`src/rtl/moesi_pkg.sv`:
```
package moesi_pkg;

  typedef enum logic [2:0] {
    ST_I = 3'd0,
    ST_S = 3'd1,
    ST_E = 3'd2,
    ST_O = 3'd3,
    ST_M = 3'd4
  } lineState_t;

  typedef enum logic [1:0] {
    LOC_RD    = 2'd0,
    LOC_WR    = 2'd1,
    LOC_EVICT = 2'd2,
    LOC_CLEAN = 2'd3
  } locOp_t;

  typedef enum logic {
    SNP_RD  = 1'b0,
    SNP_INV = 1'b1
  } snpOp_t;

  // Strobes from control to the state array
  typedef struct packed {
    logic       locWr;
    logic       snpWr;
    lineState_t locNext;
    lineState_t snpNext;
  } stateStrobe_t;

  // Bus and directory actions
  typedef struct packed {
    logic busRead;
    logic busRfo;
    logic busInv;
    logic supply;
    logic writeBack;
  } busAct_t;

endpackage

```
`src/rtl/moesi_ctrl.sv`:
```
module moesi_ctrl
  import moesi_pkg::*;
#(
  parameter int IDX_W = 3
) (
  input  logic             locValid,
  input  locOp_t           locOp,
  input  logic [IDX_W-1:0] locIdx,
  input  logic             snpValid,
  input  snpOp_t           snpOp,
  input  logic [IDX_W-1:0] snpIdx,
  input  logic             sharedIn,
  input  lineState_t       locCur,
  input  lineState_t       snpCur,
  output stateStrobe_t     strobe,
  output busAct_t          act
);

  logic       sameLine;
  lineState_t snpNxt;
  logic       snpSupply;
  lineState_t locBase;
  lineState_t locNxt;
  logic       doRead, doRfo, doInv, doWb;

  assign sameLine = locValid && snpValid && (locIdx == snpIdx);

  // Snoop side: reacts to another cache's request
  always_comb begin
    snpNxt    = snpCur;
    snpSupply = 1'b0;
    if (snpOp == SNP_INV) begin
      snpNxt    = ST_I;
      snpSupply = (snpCur == ST_M) || (snpCur == ST_O);
    end else begin
      unique case (snpCur)
        ST_M: begin snpNxt = ST_O; snpSupply = 1'b1; end
        ST_O: begin snpNxt = ST_O; snpSupply = 1'b1; end
        ST_E: snpNxt = ST_S;
        default: snpNxt = snpCur;
      endcase
    end
  end

  // On a collision the local request sees the post-snoop state
  assign locBase = sameLine ? snpNxt : locCur;

  always_comb begin
    locNxt = locBase;
    doRead = 1'b0;
    doRfo  = 1'b0;
    doInv  = 1'b0;
    doWb   = 1'b0;
    unique case (locOp)
      LOC_RD: begin
        if (locBase == ST_I) begin
          doRead = 1'b1;
          locNxt = sharedIn ? ST_S : ST_E;
        end
      end
      LOC_WR: begin
        locNxt = ST_M;
        doRfo  = (locBase == ST_I);
        doInv  = (locBase == ST_S) || (locBase == ST_O);
      end
      LOC_EVICT: begin
        locNxt = ST_I;
        doWb   = (locBase == ST_M) || (locBase == ST_O);
      end
      LOC_CLEAN: begin
        if (locBase == ST_O) begin
          locNxt = ST_S;
          doWb   = 1'b1;
        end else if (locBase == ST_M) begin
          locNxt = ST_E;
          doWb   = 1'b1;
        end
      end
      default: locNxt = locBase;
    endcase
  end

  always_comb begin
    strobe.locWr   = locValid;
    strobe.snpWr   = snpValid && !sameLine;
    strobe.locNext = locNxt;
    strobe.snpNext = snpNxt;
    act.busRead    = locValid && doRead;
    act.busRfo     = locValid && doRfo;
    act.busInv     = locValid && doInv;
    act.writeBack  = locValid && doWb;
    act.supply     = snpValid && snpSupply;
  end

endmodule

```
`src/rtl/moesi_lines.sv`:
```
module moesi_lines
  import moesi_pkg::*;
#(
  parameter int NUM_LINES = 8,
  parameter int IDX_W     = 3
) (
  input  logic                          clk,
  input  logic                          rstN,
  input  stateStrobe_t                  strobe,
  input  logic [IDX_W-1:0]              locIdx,
  input  logic [IDX_W-1:0]              snpIdx,
  input  logic [IDX_W-1:0]              qryIdx,
  output lineState_t                    locCur,
  output lineState_t                    snpCur,
  output lineState_t                    qryCur,
  output logic [NUM_LINES-1:0][2:0]     stateVec
);

  localparam logic [IDX_W:0] LINE_LIMIT = (IDX_W+1)'(NUM_LINES);

  lineState_t lineSt [NUM_LINES];

  for (genvar i = 0; i < NUM_LINES; i++) begin : g_line
    localparam logic [IDX_W-1:0] MY_IDX = IDX_W'(i);
    always_ff @(posedge clk) begin
      if (!rstN) begin
        lineSt[i] <= ST_I;
      end else if (strobe.locWr && (locIdx == MY_IDX)) begin
        lineSt[i] <= strobe.locNext;
      end else if (strobe.snpWr && (snpIdx == MY_IDX)) begin
        lineSt[i] <= strobe.snpNext;
      end
    end
    assign stateVec[i] = lineSt[i];
  end

  assign locCur = ({1'b0, locIdx} < LINE_LIMIT) ? lineSt[locIdx] : ST_I;
  assign snpCur = ({1'b0, snpIdx} < LINE_LIMIT) ? lineSt[snpIdx] : ST_I;
  assign qryCur = ({1'b0, qryIdx} < LINE_LIMIT) ? lineSt[qryIdx] : ST_I;

endmodule

```
`src/rtl/moesi_line_ctrl.sv`:
```
module moesi_line_ctrl
  import moesi_pkg::*;
#(
  parameter  int NUM_LINES = 8,
  localparam int IDX_W     = (NUM_LINES > 1) ? $clog2(NUM_LINES) : 1
) (
  input  logic             clk,
  input  logic             rstN,
  input  logic             locValid,
  input  logic [1:0]       locOp,
  input  logic [IDX_W-1:0] locIdx,
  input  logic             snpValid,
  input  logic             snpOp,
  input  logic [IDX_W-1:0] snpIdx,
  input  logic             sharedIn,
  input  logic [IDX_W-1:0] qryIdx,
  output logic [2:0]       qryState,
  output logic             busRead,
  output logic             busRfo,
  output logic             busInv,
  output logic             supplyData,
  output logic             writeBack
);

  stateStrobe_t              strobe;
  busAct_t                   act;
  lineState_t                locCur, snpCur, qryCur;
  logic [NUM_LINES-1:0][2:0] stateVec;

  moesi_ctrl #(.IDX_W(IDX_W)) ctrl_i (
    .locValid (locValid),
    .locOp    (locOp_t'(locOp)),
    .locIdx   (locIdx),
    .snpValid (snpValid),
    .snpOp    (snpOp_t'(snpOp)),
    .snpIdx   (snpIdx),
    .sharedIn (sharedIn),
    .locCur   (locCur),
    .snpCur   (snpCur),
    .strobe   (strobe),
    .act      (act)
  );

  moesi_lines #(.NUM_LINES(NUM_LINES), .IDX_W(IDX_W)) lines_i (
    .clk      (clk),
    .rstN     (rstN),
    .strobe   (strobe),
    .locIdx   (locIdx),
    .snpIdx   (snpIdx),
    .qryIdx   (qryIdx),
    .locCur   (locCur),
    .snpCur   (snpCur),
    .qryCur   (qryCur),
    .stateVec (stateVec)
  );

  assign qryState   = qryCur;
  assign busRead    = act.busRead;
  assign busRfo     = act.busRfo;
  assign busInv     = act.busInv;
  assign supplyData = act.supply;
  assign writeBack  = act.writeBack;

endmodule

```
`config.mk`:
```
export PLATFORM = sky130hd
export DESIGN_NAME = moesi_line_ctrl
export DESIGN_NICKNAME = d
export VERILOG_FILES = /design/src/rtl/moesi_pkg.sv /design/src/rtl/moesi_ctrl.sv /design/src/rtl/moesi_lines.sv /design/src/rtl/moesi_line_ctrl.sv
export SDC_FILE = /design/constraint.sdc
export NUM_CORES = 1
export LEC_CHECK = 0
export BUFFER_PORTS_ARGS = -buffer_cell sky130_fd_sc_hd__buf_2
export CAP_MARGIN = 20
export CORE_AREA = 2 2 61 69
export CTS_CLUSTER_DIAMETER = 200
export DETAILED_ROUTE_END_ITERATION = 8
export DIE_AREA = 0 0 63 71
export PLACE_DENSITY = 0.78
export SYNTH_ARGS = -nofsm -noshare
export SYNTH_HDL_FRONTEND = slang
export SYNTH_SLANG_ARGS = --single-unit
```
`constraint.sdc`:
```
create_clock -name clk -period 3.9 [get_ports clk]
set_input_delay 0.78 -clock clk [delete_from_list [all_inputs] [get_ports clk]]
set_output_delay 0.78 -clock clk [all_outputs]
set_load 0.005 [all_outputs]
```
# Word-level counts from Yosys, hierarchy flattened
# Memories as Yosys holds them, arrays and structs flattened.
# Cells that the tools add are included.
# classes
bitwise	16
muxes	90
n_reduce_logical	33
n_eq_ne	24
# op_table
cell	count
2-to-1 mux 1 bit	65
2-to-1 mux 3 bit	21
== test 3 bit, second input constant	10
logical AND 1 bit	24
== test 3 x 2 -> 1 bit, second input constant	7
bitwise OR 1 bit	16
one-hot mux 3 bit (4 select lines)	1
== test 3 x 1 -> 1 bit, second input constant	3
logical NOT 3 bit	3
one-hot mux 3 bit (2 select lines)	1
== test 2 bit, second input constant	2
== test 3 bit	1
logical OR 1 bit	3
== test 2 x 1 -> 1 bit, second input constant	1
logical NOT 2 bit	1
2-to-1 mux 2 bit	1
one-hot mux 1 bit (2 select lines)	1
OR reduction 2 bit	1
logical NOT 1 bit	1
# totals
out_inout_bits	8
ram_bits	24
ff_bits	0
n_memories	1
elab_cells	164
inputBits	17
# mem_list
name	depth	word_bits	rd	rd_ports_with_merged_regs	write_ports	line_no	rtl
lines_i.lineSt	8	3	3	0	8	moesi_lines.sv:21	lineState_t lineSt [NUM_LINES];

# Logic depth before layout (Yosys ltp)
# An unclocked memory read counts as a cell.
# depth
depth_word	12
mapped_depth	10
depth_no_buf	8

# Cells and area by module
# From an unflattened synthesis, not the netlist that was laid out.
# hier_totals
cells_unflattened	204
hier_area_um2	2198.4
# modules_own_cells
mod	seq_area_each_um2	n_inst	area_each_um2	cells_per_inst
moesi_lines	720.7	1	1846.8	153
moesi_ctrl	0.0	1	351.6	51

# Worst setup path after synthesis
# OpenSTA, ideal clock, no wires.
# synth_timing
path_kind	input to output
start	input port snpIdx[0]
end	output port writeBack
path_slack_ns	0.396
t_required_ns	3.120
t_arrival_ns	2.724
n_path_buf	1
path_stages	9
path_cell_list	mux4_1 -> mux2i_4 -> nor2b_2 -> a211o_1 -> buf_2 -> mux2_4 -> nand2b_2 -> o22ai_1 -> and3_1
# synth_between
elab_chain_cells	11
word_cells_on_any_way	17
cone_classes	6 x eq/ne; 6 x mux; 4 x reduce/logical; 1 x memory
# synth_rtl
element	line_no	rtl
from (decl)	moesi_line_ctrl.sv:14	input logic [IDX_W-1:0] snpIdx,
memory read (8 x 3 bit)	--	
== test 3 x 2 -> 1 bit / == test 3 bit (equally long branches)	moesi_ctrl.sv:36	unique case (snpCur)
OR reduction 2 bit (no source line)	--	
one-hot mux 3 bit (2 select lines)	moesi_ctrl.sv:36	
2-to-1 mux 3 bit	moesi_ctrl.sv:32	if (snpOp == SNP_INV) begin
2-to-1 mux 3 bit (*)	moesi_ctrl.sv:46	assign locBase = sameLine ? snpNxt : locCur;
== test 3 bit	moesi_ctrl.sv:68, moesi_ctrl.sv:74	
2-to-1 mux 1 bit	moesi_ctrl.sv:74	end else if (locBase == ST_M) begin
2-to-1 mux 1 bit	moesi_ctrl.sv:71	if (locBase == ST_O) begin
one-hot mux 1 bit (2 select lines) (*)	moesi_ctrl.sv:54	unique case (locOp)
logical AND 1 bit (*)	moesi_ctrl.sv:91	act.writeBack = locValid && doWb;
to (decl)	moesi_line_ctrl.sv:22	output logic writeBack
# Mark *: on every way between the ends. The rest lies on a longest branch, timed or not.

# Worst setup path after layout
# Ends and elaborated chain as after synthesis.

==> reports/qor.csv <==
stage;metric;value;unit
clocking;CTS tree;built;
sta;Final WS setup;0.111;ns
clocking;CTS max path bufs;2;
finish;max FFs per register;24;
synth;Ys Warns;0;
clocking;total CTS buffers;3;
place;GP Congestion;0.983;
synth;cell taking the most area after synthesis;edfxtp_1;
sta;RSZ-0062 raised after global routing;no;
sta;Fin Hold WS;1.00;ns
worst_setup_path;Setup CP Type;input pin to output port;
power_and_ir_drop;PD cells;319;nW/um^2
die;die area;4470;sq um
sta;count of final setup violators;0;
finish;largest registers;lines_i.lineSt (24);
worst_setup_path;max incr delay on CP;0.56;ns
detailed_routing;Avg WL per Cell;21.1;um
worst_setup_path;critical path launch point type;input pin;
detailed_routing;initial drt markers;207;
worst_setup_path;crit-path most repeated cell;buf_2;
worst_setup_path;critical-path cell list;buf_2 -> mux4_2 -> mux2i_4 -> nor2b_2 -> a211o_1 -> mux2_4 -> nand2b_2 -> o22ai_1 -> and3_1 -> buf_2;
clocking;Sink Count;24;
synth;Seq/Total Area, Yosys;33.5;%
worst_setup_path;slowest CP cell;mux4_2;
synth;top cell type's share of synthesized area;33.5;%
synth;FF+latch count, synth;24;
die;FP Rows;24;
finish;Area Growth Syn to Fin;10.7;%
worst_setup_path;worst path bufs/invs;2;
run;max-cap violation count;0;
clocking;clk slew on worst S/H paths;0.08;ns
finish;Reg with most FFs;lines_i.lineSt;
finish;share of cells above drive strength 1;35.6;%
power_and_ir_drop;leakage power;0.834;nW
clocking;clk_lat worst skew;0.27;ns
finish;filler cell count in the final layout;313;
place;DP HPWL;4.25;mm
sta;clock skew;0.00213;ns
global_routing;first-pass GRT wire length;8.69;mm
sta;Max Slew Vio Count;0;
die;DIE WIDTH;63;um
global_routing;initial antenna violation count;0;
global_routing;global route overflow;0;
synth;syn nets;205;
synth;Syn Inst Count;188;
global_routing;vias in the first global route;1756;
sta;Final Hold Viols;0;
die;I/O pins;25;
power_and_ir_drop;Overall Power;760;uW
outcome;outcome;finished clean;
finish;# nets final;226;
die;initial core utilization;56.5;%
detailed_routing;final wirelength;5.49;mm
synth;Synth Cell Area;2150;sq um
sta;Least-Margin Pin Slew;0.786;ns
sta;achievable frequency;264;MHz
clocking;Hold-fix buffers, CTS;0;
place;PortBufs;24;
detailed_routing;vias per inst;6.91;
detailed_routing;via count;1796;
sta;Final Critical Period;3.79;ns
sta;Slew HR;46.9;%
worst_setup_path;CP arrival;3.01;ns
global_routing;largest net degree at the start of global routing;17;
detailed_routing;DRC;0;
synth;top post-synthesis cells by area;edfxtp_1 33%, mux4_2 15%, o22ai_1 7.3%;
detailed_routing;number of nets with antenna violations after routing;0;
clocking;root buf cell;clkbuf_8;
global_routing;GRT Total Usage;25.2;%
finish;ant diodes;0;
place;DP Worst Slack;-0.00400;ns
sta;period utilisation layout;97.2;%
worst_hold_path;hold crit path type;input pin to register;
synth;synthesized area per cell;11.5;sq um
synth;Synth cell types;49;
finish;multi-input logic area;1340;sq um
die;die height;71;um
detailed_routing;TritonRoute pass-1 iters;5;
power_and_ir_drop;Max VDD drop;304;uV
die;Core Area;3810;sq um
worst_setup_path;CP delay by family, top;multiplexers;
finish;sequential standard cell area;721;sq um
worst_setup_path;worst-path fanout max;6;
worst_setup_path;Worst Path Required;3.12;ns
clocking;H-Tree Depth;1;
worst_setup_path;Critical Path Sink Type;output port;
-- layout by cell type (no fill, tap or decap), types with 5 or more instances in the layout --
cell type,Yosys,layout
buf_2,5,24
buf_4,0,7
edfxtp_1,24,24
inv_1,5,5
mux2i_1,6,5
mux4_2,14,16
nand2_1,18,18
nand2b_1,5,5
nand3_1,6,6
nor2_1,9,9
o211ai_1,5,5
o22ai_1,25,25
-- synthesized netlist by cell type (all sizes together) --
cell type	count
a21oi	4
or3b	1
nor2b	5
nor3	5
xor2	3
a31oi	2
a311oi	1
nor4	1
nand4	2
nand2b	6
mux2i	9
buf	10
inv	5
xnor2	1
and3	2
o311ai	1
nand2	18
mux4	16
o22ai	26
or4	1
o221a	1
nand3b	3
mux2	7
nor2	9
a211oi	1
a211o	1
nor3b	1
nand3	6
o21ai	3
o211ai	5
a32oi	1
edfxtp	24
clkbuf	5
or2	1
and4	1
-- worst reg2reg max path, delay by kind of cell (launching register included) --
family | cells | cell delay (ns)
AND/OR/NAND/NOR | 2 | 0.51
multiplexers | 2 | 0.40
buffers and inverters | 2 | 0.33
flip-flops | 1 | 0.42
AO/OA/AOI/OAI | 4 | 1.04
-- area by class of cell --
| class | count | area share (%) |
|---|---|---|
| multi-input combinational | 144 | 56.0 |
| sequential | 24 | 30.2 |
| timing repair buffer | 31 | 7.24 |
| tap | 52 | 2.73 |
| clock buffer | 3 | 1.73 |
| clock inverter | 1 | 1.26 |
| inverter | 5 | 0.787 |
-- final timing paths --
kind | slack (ns) | cells past startpoint | to | from
setup reg to reg | 0.94 | 10 | lines_i.lineSt[5][1] | lines_i.lineSt[6][2]
setup / recovery | 0.11 | 10 | writeBack | snpIdx[0]
hold reg to reg | 1.39 | 6 | lines_i.lineSt[4][0] | lines_i.lineSt[4][0]
hold / removal | 1.00 | 2 | lines_i.lineSt[0][0] | rstN
-- kinds of logic after synthesis --
group	Yosys count	synth area share, %
xor+xnor	4	1.63
buf+inv	20	4.82
mux	32	26.6
flops	24	33.5
simple gates	62	15.5
compound gates	46	18.0
-- metrics by stage --
| stage | setup TNS [ns] | instances | area [sq um] | utilization, % |
|---|---|---|---|---|
| floorplan | 0 | 188 | 2150 | - |
| global placement | 0 | 254 | 2290 | 60.1 |
| detailed placement | -0.00400 | 254 | 2290 | 60.1 |
| CTS | 0 | 258 | 2370 | 62.0 |
| global route | 0 | 260 | 2380 | 62.5 |
| finish | 0 | 260 | 2380 | 62.5 |
-- repair_timing --
action | CTS | global route
endpoints found under the setup margin | 1 | 2
hold endpoints to repair | 0 | 0
pin swaps | 0 | 1
buffers inserted | 0 | 2
resized for setup | 1 | 4
-- power breakdown --
part           switching, mW  internal, mW  leakage [nW]
logic                  0.131         0.101         0.547
registers             0.0130         0.299         0.251
clock network         0.0788         0.137        0.0357
-- per-layer routing --
metal	wire [um]	global-route usage [%]
met3	443	3.97
met1	2060	32.2
met2	2840	43.4
met4	149	9.38
met5	0	0
(Power assumes the default switching activity.)
